File: src/rtl/bwd_pkg.sv
package bwd_pkg;
    typedef enum logic [0:0] {W_IDLE, W_STALL} wstate_e;

    function automatic logic [2:0] mem_waits(input logic [1:0] code);
        return {1'b0, code};
    endfunction

    function automatic logic [2:0] io_waits(input logic [1:0] code);
        return (code == 2'b00) ? 3'd0 : ({1'b0, code} + 3'd1);
    endfunction
endpackage

File: src/rtl/bwd_cfg_reg.sv
module bwd_cfg_reg #(
    parameter int ADDR_W = 8,
    parameter logic [ADDR_W-1:0] REG_ADDR = 8'h32,
    parameter logic [7:0] RST_VAL = 8'hF0
) (
    input  logic              clk,
    input  logic              rst_n,
    input  logic [ADDR_W-1:0] io_addr,
    input  logic              io_wr,
    input  logic              io_rd,
    input  logic [7:0]        io_wdata,
    output logic [7:0]        io_rdata,
    output logic [7:0]        cfg_q
);
    logic hit;
    assign hit = (io_addr == REG_ADDR);

    always_ff @(posedge clk or negedge rst_n) begin
        if (!rst_n)
            cfg_q <= RST_VAL;
        else if (io_wr && hit)
            cfg_q <= io_wdata;
    end

    always_comb begin
        io_rdata = (io_rd && hit) ? cfg_q : 8'h00;
    end

    AST_WRITE_LANDS: assert property (@(posedge clk) disable iff (!rst_n)
        (io_wr && hit) |=> (cfg_q == $past(io_wdata)));
    AST_OTHER_ADDR_KEEPS: assert property (@(posedge clk) disable iff (!rst_n)
        (io_wr && !hit) |=> $stable(cfg_q));
endmodule

File: src/rtl/bwd_wait_fsm.sv
module bwd_wait_fsm
    import bwd_pkg::*;
#(
    parameter int CNT_W = 3
) (
    input  logic       clk,
    input  logic       rst_n,
    input  logic       cyc_start,
    input  logic       cyc_io,
    input  logic [1:0] mem_code,
    input  logic [1:0] io_code,
    output logic       cyc_ready
);
    wstate_e state, state_nx;
    logic [CNT_W-1:0] cnt, cnt_nx, n_sel;

    always_comb begin
        n_sel = cyc_io ? CNT_W'(io_waits(io_code)) : CNT_W'(mem_waits(mem_code));
    end

    // next-state and counter
    always_comb begin
        state_nx = state;
        cnt_nx   = cnt;
        unique case (state)
            W_IDLE: begin
                if (cyc_start && (n_sel != '0)) begin   // START_STALL
                    state_nx = W_STALL;
                    cnt_nx   = n_sel;
                end                                     // START_FREE: stay
            end
            W_STALL: begin
                if (cnt > CNT_W'(1)) begin              // COUNT
                    cnt_nx = cnt - CNT_W'(1);
                end else begin                          // FINISH
                    state_nx = W_IDLE;
                    cnt_nx   = '0;
                end
            end
        endcase
    end

    // state register
    always_ff @(posedge clk or negedge rst_n) begin
        if (!rst_n) begin
            state <= W_IDLE;
            cnt   <= '0;
        end else begin
            state <= state_nx;
            cnt   <= cnt_nx;
        end
    end

    // outputs
    always_comb begin
        unique case (state)
            W_IDLE:  cyc_ready = 1'b1;
            W_STALL: cyc_ready = 1'b0;
        endcase
    end

    AST_STALL_BOUNDED: assert property (@(posedge clk) disable iff (!rst_n)
        (state == W_STALL) |-> (cnt != '0 && cnt <= CNT_W'(4)));
    AST_START_STALLS: assert property (@(posedge clk) disable iff (!rst_n)
        (cyc_ready && cyc_start && n_sel != '0) |=> !cyc_ready);
    AST_ZERO_NO_STALL: assert property (@(posedge clk) disable iff (!rst_n)
        (cyc_ready && cyc_start && n_sel == '0) |=> cyc_ready);
    AST_STALL_HOLDS: assert property (@(posedge clk) disable iff (!rst_n)
        (!cyc_ready && cnt > CNT_W'(1)) |=> (!cyc_ready && cnt == $past(cnt) - CNT_W'(1)));
endmodule

File: src/rtl/bwd_req_sense.sv
module bwd_req_sense #(
    parameter int SYNC_STAGES = 2
) (
    input  logic clk,
    input  logic rst_n,
    input  logic req_n_pin,
    input  logic edge_mode,
    input  logic ack,
    output logic req
);
    logic [SYNC_STAGES-1:0] sh;
    logic s, s_prev, fall, pending;

    always_ff @(posedge clk or negedge rst_n) begin
        if (!rst_n) sh <= '1;
        else        sh <= {sh[SYNC_STAGES-2:0], req_n_pin};
    end

    assign s    = sh[SYNC_STAGES-1];
    assign fall = s_prev && !s;

    always_ff @(posedge clk or negedge rst_n) begin
        if (!rst_n) begin
            s_prev  <= 1'b1;
            pending <= 1'b0;
        end else begin
            s_prev <= s;
            if (!edge_mode)  pending <= 1'b0;
            else if (fall)   pending <= 1'b1;
            else if (ack)    pending <= 1'b0;
        end
    end

    assign req = edge_mode ? pending : !s;

    AST_EDGE_SETS: assert property (@(posedge clk) disable iff (!rst_n)
        (edge_mode && fall) |=> (req || !edge_mode));
    AST_ACK_CLEARS: assert property (@(posedge clk) disable iff (!rst_n)
        (edge_mode && ack && !fall) |=> (!req || !edge_mode));
endmodule

File: src/rtl/bus_wait_dreq_ctrl.sv
module bus_wait_dreq_ctrl #(
    parameter int ADDR_W = 8,
    parameter logic [ADDR_W-1:0] REG_ADDR = 8'h32,
    parameter int SYNC_STAGES = 2,
    parameter int CNT_W = 3
) (
    input  logic              clk,
    input  logic              rst_n,
    input  logic [ADDR_W-1:0] io_addr,
    input  logic              io_wr,
    input  logic              io_rd,
    input  logic [7:0]        io_wdata,
    output logic [7:0]        io_rdata,
    input  logic              cyc_start,
    input  logic              cyc_io,
    output logic              cyc_ready,
    input  logic [1:0]        dreq_n,
    input  logic [1:0]        dack,
    output logic [1:0]        dreq,
    output logic [1:0]        dma_mode1
);
    localparam int N_CH = 2;
    localparam int SENSE_MSB = 3;

    logic [7:0] cfg_q;

    bwd_cfg_reg #(.ADDR_W(ADDR_W), .REG_ADDR(REG_ADDR), .RST_VAL(8'hF0)) u_cfg (
        .clk(clk), .rst_n(rst_n), .io_addr(io_addr), .io_wr(io_wr), .io_rd(io_rd),
        .io_wdata(io_wdata), .io_rdata(io_rdata), .cfg_q(cfg_q)
    );

    bwd_wait_fsm #(.CNT_W(CNT_W)) u_wait (
        .clk(clk), .rst_n(rst_n), .cyc_start(cyc_start), .cyc_io(cyc_io),
        .mem_code(cfg_q[7:6]), .io_code(cfg_q[5:4]), .cyc_ready(cyc_ready)
    );

    // channel 0 sense from bit 3, channel 1 from bit 2 (crossed order)
    for (genvar ch = 0; ch < N_CH; ch++) begin : g_ch
        bwd_req_sense #(.SYNC_STAGES(SYNC_STAGES)) u_sense (
            .clk(clk), .rst_n(rst_n), .req_n_pin(dreq_n[ch]),
            .edge_mode(cfg_q[SENSE_MSB-ch]), .ack(dack[ch]), .req(dreq[ch])
        );
    end

    assign dma_mode1 = cfg_q[1:0];

    AST_MODE_EXPORT: assert property (@(posedge clk) disable iff (!rst_n)
        (io_wr && io_addr == REG_ADDR) |=> (dma_mode1 == $past(io_wdata[1:0])));
endmodule

File: config.mk
export PLATFORM = sky130hd
export DESIGN_NAME = bus_wait_dreq_ctrl
export DESIGN_NICKNAME = d
export VERILOG_FILES = /design/src/rtl/bwd_pkg.sv /design/src/rtl/bwd_cfg_reg.sv /design/src/rtl/bwd_wait_fsm.sv /design/src/rtl/bwd_req_sense.sv /design/src/rtl/bus_wait_dreq_ctrl.sv
export SDC_FILE = /design/constraint.sdc
export NUM_CORES = 1
export LEC_CHECK = 0
export ABC_CLOCK_PERIOD_IN_PS = 2200
export BUFFER_PORTS_ARGS = -buffer_cell sky130_fd_sc_hd__buf_4
export CORE_ASPECT_RATIO = 0.6
export CORE_MARGIN = 10
export CORE_UTILIZATION = 45
export DETAILED_ROUTE_END_ITERATION = 7
export GPL_TIMING_DRIVEN = 0
export PLACE_DENSITY = 0.75
export SLEW_MARGIN = 25
export SYNTH_ARGS = -nofsm -noshare
export SYNTH_HDL_FRONTEND = slang
export SYNTH_HIERARCHICAL = 1
export SYNTH_SLANG_ARGS = --single-unit
File: constraint.sdc
create_clock -name clk -period 2.2 [get_ports clk]
set_input_delay 0.44 -clock clk [delete_from_list [all_inputs] [get_ports clk]]
set_output_delay 0.44 -clock clk [all_outputs]
set_load 0.005 [all_outputs]
* Yosys cells after proc, flatten, opt, wreduce, memory -nomap -nowiden *
Index checks and enable logic that the tools add are counted.

operators by class
  bitwise gates (word level) = 1
  reduce and logical (&&, ||, !) cells = 9
  $mul = 0
  shift operators = 0
  order comparisons = 1
  divide/modulo/power cells = 0
  eq/ne operators = 4
  add/sub/neg operators = 2
  mux-type cells = 18

operators by type and width
  cell                                                                     number
  3-bit 2-to-1 mux                                                         4
  1-bit 2-to-1 mux                                                         10
  8-bit by 6-bit equality test with 1-bit output, second input constant    1
  8-bit 2-to-1 mux                                                         1
  3-bit by 2-bit inequality test with 1-bit output, second input constant  2
  3-bit one-hot mux with 2 select lines                                    1
  1-bit logical AND                                                        5
  1-bit one-hot mux with 2 select lines                                    2
  2-bit by 1-bit adder with 3-bit output, second input constant            1
  3-bit by 1-bit > comparator with 1-bit output, second input constant     1
  3-bit nonzero test                                                       1
  3-bit by 1-bit subtractor with 3-bit output, second input constant       1
  1-bit zero test                                                          2
  2-bit zero test                                                          1
  2-bit by 1-bit inequality test with 1-bit output, second input constant  1
  1-bit inverter                                                           1

word-level totals
  input port bits = 26
  memory bits (read-only) = 0
  bits in registers = 20
  bits in writable memories = 0
  latch bits = 0
  memories = 0
  output and inout port bits = 13
  logic and storage cells = 44

* Longest topological paths before layout *
Gate-level depths: netlist (run 1).

  word-level depth = 7
  mapped depth = 6
  depth with buffers taken out = 6

* Hierarchy *
The synthesis (run 1) kept the hierarchy.

by module, submodules not included
  module         area each (um^2)  instances  cells each  seq. area each (um^2)
  bwd_cfg_reg    401.6             1          28          205.2
  bwd_wait_fsm   321.6             1          37          100.1
  bwd_req_sense  143.9             2          9           103.8

* Least setup slack after synthesis (run 1) *
OpenSTA, ideal clock, no wires.

  kind = register to register
  start point = register u_cfg.cfg_q[4]
  end point = register u_wait.cnt[0]
  path buffers = 0
  path slack = 554 ps
  period minus slack after synthesis = 1,646 ps
  data arrival time = 1,519 ps
  stages on the path, launching flop included = 7
  data required time = 2,074 ps
  library setup time = 126 ps
  cells stage by stage = dfstp_2 -> inv_1 -> ha_1 -> nand2_1 -> o311ai_2 -> nor3_1 -> a311o_1

on the way
  longest elaborated chain between the ends = 6
  elaborated cells on any way between the ends = 9
  classes of those cells = add/sub (1); eq/ne (1); mux (4); reduce/logical (3)

ends and longest elaborated chain
  what                                                                       RTL line            RTL
  start, declared                                                            bwd_cfg_reg.sv:13   output logic [7:0] cfg_q
  start signal, assigned                                                     bwd_cfg_reg.sv:22   cfg_q <= io_wdata;
  2-bit by 1-bit adder with 3-bit output or 2-bit zero test (tied branches)  bwd_pkg.sv:9        return (code == 2'b00) ? 3'd0 : ({1'b0, code} + 3'd1);
  3-bit 2-to-1 mux (*)                                                       bwd_pkg.sv:9
  3-bit 2-to-1 mux (*)                                                       bwd_wait_fsm.sv:18  n_sel = cyc_io ? CNT_W'(io_waits(io_code)) : CNT_W'(mem_waits(mem_code));
  3-bit nonzero test                                                         bwd_wait_fsm.sv:27  if (cyc_start && (n_sel != '0)) begin
  1-bit logical AND                                                          bwd_wait_fsm.sv:27
  2-bit by 1-bit inequality test with 1-bit output (no line)                 n/a
  end signal, assigned                                                       bwd_wait_fsm.sv:50  cnt <= cnt_nx;
  end, declared                                                              bwd_wait_fsm.sv:15  logic [CNT_W-1:0] cnt, cnt_nx, n_sel;

Every way passes the cells marked *; elsewhere a longest branch is shown, timed or not. The select of a mux whose other input is x is not followed.
A chain may end at the register's enable or synchronous reset.

* Worst setup path after layout (run 1) *
  start point = input port io_addr[7]
  end point = output port io_rdata[7]

on the way
  longest elaborated chain between the ends = 3

ends and longest elaborated chain
  what                                            RTL line                  RTL
  start, declared                                 bus_wait_dreq_ctrl.sv:9   input logic [ADDR_W-1:0] io_addr,
  8-bit by 6-bit equality test with 1-bit output  bwd_cfg_reg.sv:16         assign hit = (io_addr == REG_ADDR);
  1-bit logical AND                               bwd_cfg_reg.sv:26         io_rdata = (io_rd && hit) ? cfg_q : 8'h00;
  8-bit 2-to-1 mux                                bwd_cfg_reg.sv:26
  end, declared                                   bus_wait_dreq_ctrl.sv:13  output logic [7:0] io_rdata,

Every way passes these cells.

==> flow_summary.ini, run 1 <==
[outcome]
outcome = complete, no violations

[setup_path]
reg2reg_depth = 6
ff2ff_setup_slack_ns = 0.41
worstReg2RegEnd = u_wait/cnt[0]$_DFFE_PN0P_
criticalPathCategory = primary input to output port
rr_startpoint = u_cfg/cfg_q[4]$_DFFE_PN1P_
crit_path_max_incr_delay_ns = 0.33
endpoint_kind = output port
worstPathRequired_ns = 1.76
cpMostUsedCell = buf_4
crit_chain = buf_4 -> nor4_4 -> and3_2 -> and2_1 -> buf_4
arrival_ns = 1.46
crit_slowest_cell = nor4_4
worstPathMaxFanout = 8
startpoint_type = primary input

[floorplanning]
die_x_um = 81.2
die-height_um = 56.7
core.rowCount = 13
io_pins = 39
initial_core_util = 0.471
die-area_sq_um = 4600
coreArea_sq_um = 2150

[yosys]
synthCells = 83
synth.cell_area_sq_um = 1010
synth_common_cells = 10 x dfrtp_1, 10 x dfstp_2, 8 x and2_1, 8 x mux2_2, 6 x inv_1
synth_top_area_cell = dfstp_2
synthFlopType = dfstp_2
syn_area_per_cell_sq_um = 12.2
ys_warn_count = 6
syn_nets = 113
ys_seq_elements = 20
synth_top_cell_area_share = 0.260
ys_top_cells_by_area = dfstp_2 26%, dfrtp_1 25%, mux2_2 8.9%
ys_seq_area_frac = 0.507
synth_edf_count = 0
synthArstFlopShare = 1.00
ys_types = 27

[routing]
dr.pass1.iters = 2
via_count = 760
antenna_left = 0
post_drt_wl_per_cell_um = 14.7
drc = 0
totalWireLength_um = 2280
drt_iter0_markers = 44
viasPerCell = 4.90

[clock_tree]
cts_buffers = 3
cts_root_buf = clkbuf_8
clk_latency_ns = 0.25
cts_buffer_depth = 2
holdBufCountCts = 0
clkSlewWorstSetupHoldPaths_ns = 0.07
cts_tree = yes
cts_max_level = 1
post_cts_resized = 0
cts_setup_buffers = 0
numClockSinks = 20

[power]
leakagePower_nw = 0.669
peakVddDrop_mv = 0.559
power_per_cell_area_nw_per_um2 = 768

[timing]
clock_skew_ns = 0.000929
worst_slew_pin_slew_ns = 0.428
maxSlewViolCount = 0
finalSetupTns_ns = 0
rsz0062_at_grt = false
setup_viol = 0
relSlewSlack = 0.711
fin_crit_ns = 1.90
finalCritPeriodShare = 0.865
finalHoldViolations = 0
fmax_mhz = 525

[placed_design]
gp_congestion = 0.778
hpwl_um = 1880
io_buffers = 38

[grt]
grt_pass1_wl_um = 3730
grt_max_degree = 21
grt_pass1_vias = 796
grt-ovfl-total = 0
antenna_found_initial = 0
grtUsageTotal = 0.102

[finish]
antenna_cells = 0
fin_nets = 156
utilization = 0.654
num-fill-cells = 171
syn2layout_area_growth_pct = 39.0
drive_gt1_frac = 0.552

[job]
drv_cap = 0

[hold_path]
hp-class = primary input to async pin
==> per-stage QoR <==
step / total power, W / worst slack, ns / cell area, sq um / hold WS, ns / std cells
6_report: 0.00108 / 0.297 / 1410 / 0.0435 / 155
5_1_grt: 0.00114 / 0.206 / 1410 / 0.0539 / 155
4_1_cts: 0.00109 / 0.280 / 1410 / 0.0533 / 155
3_5_place_dp: 0.000726 / 0.275 / 1330 / 0.327 / 151
3_3_place_gp: 0.000711 / 0.302 / 1330 / 0.327 / 151
2_1_floorplan: 0.000620 / 0.554 / 1010 / 0.144 / 83
==> cells by family after synthesis <==
| group | after synthesis | synth area share |
|---|---|---|
| AOI/OAI and AO/OA | 17 | 0.130 |
| buffers and inverters | 6 | 0.0223 |
| and+or+nand+nor | 27 | 0.192 |
| adders and majority gates | 4 | 0.0495 |
| DFF | 20 | 0.507 |
| muxes | 9 | 0.0990 |
==> worst max-delay path: cells and delay by family <==
kind	cells	cell delay [ns]
buffers and inverters	2	0.23
and+or+nand+nor	3	0.80
==> layer usage <==
metal,global-route usage,share of wire,wire [um]
met1,0.109,0.41,941
met2,0.161,0.45,1030
met3,0.0841,0.13,297
met4,0.00737,0.0018,4
met5,0,0,0
==> worst max-delay path by stage <==
stage | startpoint | to
2_1_floorplan | u_cfg/cfg_q[4]$_DFFE_PN1P_ | u_wait/cnt[0]$_DFFE_PN0P_
3_3_place_gp | io_addr[7] | io_rdata[7]
5_1_grt | io_addr[7] | io_rdata[7]
3_5_place_dp | io_addr[7] | io_rdata[6]
4_1_cts | io_addr[7] | io_rdata[6]
6_report | io_addr[7] | io_rdata[7]
==> report_power, final <==
group,total (W),switching [W],internal (W)
Combinational,0.000240,0.000108,0.000132
Sequential,0.000480,0.0000548,0.000425
Clock,0.000359,0.000117,0.000243
==> registers in the layout, indices dropped and copies added (netlist names) <==
register / flops
u_cfg/cfg_q: 8
u_wait/state: 1
g_ch.u_sense/sh: 4
u_wait/cnt: 3
g_ch.u_sense/pending: 2
g_ch.u_sense/s_prev: 2
==> final cells by class <==
| type | count | area [sq um] | share of cell area |
|---|---|---|---|
| clock buffer | 3 | 41.3 | 0.0294 |
| clock inverter | 1 | 30.0 | 0.0214 |
| inverter | 6 | 22.5 | 0.0160 |
| multi-input combinational | 57 | 475 | 0.338 |
| sequential | 20 | 513 | 0.365 |
| tap | 30 | 37.5 | 0.0267 |
| timing repair buffer | 38 | 285 | 0.203 |
==> cell usage in the layout (no fill, tap or decap), types with 4 or more instances in the layout <==
cell type  instances
buf_4             38
dfrtp_1           10
dfstp_2           10
and2_1             8
mux2_2             8
inv_1              6
nand2_1            5
o21ai_0            5
ha_1               4
No activity file was read; power rests on OpenSTA's default activity.
==> run 2: changes to the inputs <==
--- a/config.mk
+++ b/config.mk
@@ -7,12 +7,15 @@
 export LEC_CHECK = 0
 export ABC_CLOCK_PERIOD_IN_PS = 2200
 export BUFFER_PORTS_ARGS = -buffer_cell sky130_fd_sc_hd__buf_4
+export CELL_PAD_IN_SITES_DETAIL_PLACEMENT = 1
+export CELL_PAD_IN_SITES_GLOBAL_PLACEMENT = 2
 export CORE_ASPECT_RATIO = 0.6
 export CORE_MARGIN = 10
-export CORE_UTILIZATION = 45
+export CORE_UTILIZATION = 29
 export DETAILED_ROUTE_END_ITERATION = 7
 export GPL_TIMING_DRIVEN = 0
-export PLACE_DENSITY = 0.75
+export PLACE_DENSITY_LB_ADDON = 0.1
+export REMOVE_ABC_BUFFERS = 1
 export SLEW_MARGIN = 25
 export SYNTH_ARGS = -nofsm -noshare
 export SYNTH_HDL_FRONTEND = slang
==> flow_summary.ini, run 2 (synthesized netlist as in run 1, its figures left out) <==
[power]
power_per_cell_area_nw_per_um2 = 765
peakVddDrop_mv = 0.395
p_total_w = 0.00109
leakagePower_nw = 0.669

[clock_tree]
post_cts_resized = 0
cts_setup_buffers = 0
clk_latency_ns = 0.26
cts_max_level = 1
cts_root_buf = clkbuf_8
clkSlewWorstSetupHoldPaths_ns = 0.07
cts_buffers = 3
cts_tree = yes
cts_buffer_depth = 2
holdBufCountCts = 0
numClockSinks = 20

[hold_path]
hp-class = primary input to async pin

[setup_path]
criticalPathCategory = primary input to output port
arrival_ns = 1.47
startpoint_type = primary input
reg2reg_depth = 6
rr_startpoint = u_cfg/cfg_q[4]$_DFFE_PN1P_
worstPathMaxFanout = 8
worstPathRequired_ns = 1.76
endpoint_kind = output port
worstReg2RegEnd = u_wait/cnt[0]$_DFFE_PN0P_
ff2ff_setup_slack_ns = 0.34

[routing]
dr.pass1.iters = 4
drt_iter0_markers = 20
via_count = 772
viasPerCell = 4.54
antenna_left = 0
totalWireLength_um = 2640
drc = 0
post_drt_wl_per_cell_um = 15.5

[timing]
finalHoldViolations = 0
worst_slew_pin_slew_ns = 0.416
fmax_mhz = 523
finalCritPeriodShare = 0.870
maxSlewViolCount = 0
setup_viol = 0
rsz0062_at_grt = false
fin_crit_ns = 1.91
clock_skew_ns = 0.00106
finalSetupTns_ns = 0
relSlewSlack = 0.722

[floorplanning]
coreArea_sq_um = 3300
die-height_um = 65.7
io_pins = 39
initial_core_util = 0.306
die_x_um = 96.2
core.rowCount = 16
die-area_sq_um = 6330

[finish]
drive_gt1_frac = 0.552
antenna_cells = 0
regMostFlops = u_cfg/cfg_q
final_cell_mix = 38 x buf_4, 10 x dfrtp_1, 10 x dfstp_2
largest_reg_flops = 8
fin_nets = 156
largest_registers = u_cfg/cfg_q: 8 flops, g_ch.u_sense/sh: 4 flops, u_wait/cnt: 3 flops
layout_commonest_cell = buf_4
syn2layout_area_growth_pct = 40.8

[placed_design]
io_buffers = 38
hpwl_um = 2170
gp_congestion = 0.729

[grt]
grt_max_degree = 21
grt_pass1_vias = 867
grt_pass1_wl_um = 4290
grt-ovfl-total = 0
grtUsageTotal = 0.0866
antenna_found_initial = 0

[job]
drv_cap = 0

[outcome]
outcome = complete, no violations
run 2: how the worst max path moves through the flow:
stage	start	end	slack, ns	cells past startpoint
2_1_floorplan	u_cfg/cfg_q[4]$_DFFE_PN1P_	u_wait/cnt[0]$_DFFE_PN0P_	0.55	6
3_3_place_gp	io_addr[7]	io_rdata[6]	0.28	5
3_5_place_dp	io_addr[7]	io_rdata[2]	0.26	5
4_1_cts	io_addr[7]	io_rdata[4]	0.26	5
5_1_grt	io_addr[7]	io_rdata[2]	0.21	5
6_report	io_addr[7]	io_rdata[2]	0.29	5
run 2: final cells by class:
class                      count  area, sq um
tap                           45         56.3
sequential                    20          513
inverter                       6         22.5
multi-input combinational     57          475
clock buffer                   3         41.3
timing repair buffer          38          285
clock inverter                 1         30.0
fill                         375         1880
run 2: metrics by stage:
step | setup WS (ns) | hold slack, ns | utilization | instances | instance area (sq um)
2_1_floorplan | 0.554 | 0.144 | - | 83 | 1010
3_3_place_gp | 0.283 | 0.338 | 0.409 | 166 | 1350
3_5_place_dp | 0.261 | 0.338 | 0.409 | 166 | 1350
4_1_cts | 0.261 | 0.0548 | 0.431 | 170 | 1420
5_1_grt | 0.208 | 0.0499 | 0.431 | 170 | 1420
6_report | 0.286 | 0.0487 | 0.431 | 170 | 1420
run 2: critical path: stages:
cell and delay, ns:
buf_4 0.12, nor4_4 0.33, and3_2 0.33, and2_1 0.15
buf_4 0.10
run 2: layer usage:
layer	up-vias	part of all wire	wire length [um]	track usage
li1	374	-	-	-
met1	371	0.49	1280	0.113
met2	25	0.42	1100	0.124
met3	2	0.093	246	0.0522
met4	0	0.0023	6	0.00549
met5	-	0	0	0
run 2: report_power, final:
| part | internal (W) | switching, W |
|---|---|---|
| clock | 0.000243 | 0.000122 |
| sequential | 0.000425 | 0.0000512 |
| combinational | 0.000133 | 0.000116 |
==> run 3: changes to the inputs <==
--- a/config.mk
+++ b/config.mk
@@ -19,5 +19,4 @@
 export SLEW_MARGIN = 25
 export SYNTH_ARGS = -nofsm -noshare
 export SYNTH_HDL_FRONTEND = slang
-export SYNTH_HIERARCHICAL = 1
 export SYNTH_SLANG_ARGS = --single-unit
==> flow_summary.ini, run 3 <==
[setup_path]
worstPathRequired_ns = 1.76
worstPathMaxFanout = 4
criticalPathCategory = primary input to output port
ff2ff_setup_slack_ns = 0.18
startpoint_type = primary input
arrival_ns = 1.68
endpoint_kind = output port

[timing]
fmax_mhz = 471
maxSlewViolCount = 0
setup_viol = 0
clock_skew_ns = 0.00487
finalHoldViolations = 0
rsz0062_at_grt = false
fin_crit_ns = 2.12
finalCritPeriodShare = 0.964
relSlewSlack = 0.594
worst_slew_pin_slew_ns = 0.600

[placed_design]
hpwl_um = 2230
io_buffers = 38
gp_congestion = 0.693
dp.cells = 168
placed_cell_area_sq_um = 1330

[yosys]
synth.cell_area_sq_um = 1010
syn_area_per_cell_sq_um = 11.4
synthFlopType = dfstp_2
synth_common_cells = 10 x dfrtp_1, 10 x dfstp_2, 10 x inv_1
synthCells = 89
ys_types = 27
synth_top_cell_area_share = 0.259
synthArstFlopShare = 1.00
ys_seq_area_frac = 0.506
synth_top_area_cell = dfstp_2
ys_warn_count = 0
ys_top_cells_by_area = dfstp_2 26%, dfrtp_1 25%, mux2_2 8.9%
synth_edf_count = 0
ys_seq_elements = 20

[finish]
ff_latch_area_sq_um = 513
final_cell_mix = 32 x buf_4, 10 x inv_1, 10 x dfrtp_1, 10 x dfstp_2, 9 x buf_6
layout_commonest_cell = buf_4
utilization = 0.446
fin_area_sq_um = 1470
largest_reg_flops = 8
fin_cells = 175
num-fill-cells = 367
antenna_cells = 0
drive_gt1_frac = 0.577
largest_registers = u_cfg.cfg_q: 8 flops, g_ch.u_sense.sh: 4 flops, u_wait.cnt: 3 flops
regMostFlops = u_cfg.cfg_q
fin_nets = 161
multi_input_area_sq_um = 453
syn2layout_area_growth_pct = 45.1

[job]
drv_cap = 0

[outcome]
outcome = complete, no violations

[routing]
antenna_left = 0
post_drt_wl_per_cell_um = 15.8
drc = 0
via_count = 796
viasPerCell = 4.55
drt_iter0_markers = 13
dr.pass1.iters = 4
totalWireLength_um = 2760

[clock_tree]
numClockSinks = 20
cts_root_buf = clkbuf_8
clkSlewWorstSetupHoldPaths_ns = 0.08
cts_buffer_depth = 2
cts_max_level = 1
clk_latency_ns = 0.26
cts_buffers = 3
holdBufCountCts = 0
cts_tree = yes

[floorplanning]
die_x_um = 96.4
die-area_sq_um = 6340
initial_core_util = 0.307
core.rowCount = 16
die-height_um = 65.8
io_pins = 39
coreArea_sq_um = 3300

[grt]
grt-ovfl-total = 0
grtUsageTotal = 0.0872
grt_pass1_wl_um = 4220
grt_pass1_vias = 843
antenna_found_initial = 0
grt_max_degree = 21

[hold_path]
hp-class = primary input to async pin

[power]
peakVddDrop_mv = 0.403
power_per_cell_area_nw_per_um2 = 743
leakagePower_nw = 0.710
==> run 3: cell type report <==
| class | count | share of cell area |
|---|---|---|
| Multi-Input combinational cell | 55 | 0.308 |
| Tap cell | 45 | 0.0382 |
| Clock buffer | 3 | 0.0280 |
| Clock inverter | 1 | 0.0204 |
| Timing Repair Buffer | 41 | 0.232 |
| Inverter | 10 | 0.0255 |
| Sequential cell | 20 | 0.348 |
==> run 3: per-layer routing <==
metal  GRT usage  vias to the layer above  wire [um]
met3      0.0385                        2        227
li1            -                      390          -
met2       0.150                       22       1310
met4      0.0162                        0         13
met5           0                        -          0
met1      0.0990                      382       1200
==> run 3: kinds of logic after synthesis <==
kind of cell | share of synthesized area
simple gates | 0.168
flops | 0.506
compound gates | 0.112
buf+inv | 0.0666
mux | 0.0986
fa+ha+maj | 0.0493
==> run 3: worst max-delay path, stage by stage <==
cell    delay [ns]
buf_6         0.09
or4b_4        0.53
nor4_4        0.17
buf_4         0.17
and3_2        0.18
buf_6         0.09
==> run 3: through the flow <==
stage | TNS, ns | worst slack, ns | hold WS, ns | total power, W
5_1_grt | 0 | 0.0257 | 0.0542 | 0.00116
2_1_floorplan | 0 | 0.245 | 0.144 | 0.000615
4_1_cts | -0.280 | -0.0406 | 0.0466 | 0.00111
6_report | 0 | 0.0785 | 0.0493 | 0.00109
3_3_place_gp | -0.628 | -0.0821 | 0.333 | 0.000717
3_5_place_dp | -0.844 | -0.109 | 0.338 | 0.000735
==> run 3: timing repair <==
| action | in CTS | in global routing |
|---|---|---|
| endpoints found under the setup margin | 9 | 8 |
| pin swaps | 5 | 1 |
| buffers inserted | 3 | 0 |
| hold endpoints to repair | 0 | 0 |
| gates resized for setup | 15 | 0 |
==> run 3: path summary, 6_finish.rpt <==
kind | from | to | depth (start not counted)
max in group asynchronous | rst_n | u_cfg.cfg_q[7]$_DFFE_PN1P_ | 1
worst max-delay path | io_addr[6] | io_rdata[6] | 6
min in group clk | dreq_n[1] | g_ch[1].u_sense.sh[0]$_DFF_PN1_ | 1
worst min-delay path | rst_n | u_cfg.cfg_q[2]$_DFFE_PN0P_ | 1
worst max register to register | u_cfg.cfg_q[4]$_DFFE_PN1P_ | u_wait.cnt[0]$_DFFE_PN0P_ | 6
worst min register to register | g_ch[0].u_sense.sh[0]$_DFF_PN1_ | g_ch[0].u_sense.sh[1]$_DFF_PN1_ | 0
==> run 3: power breakdown <==
| part | switching, W | internal, W |
|---|---|---|
| registers | 0.0000541 | 0.000425 |
| clock network | 0.000123 | 0.000243 |
| logic | 0.000117 | 0.000132 |
| total | 0.000295 | 0.000799 |
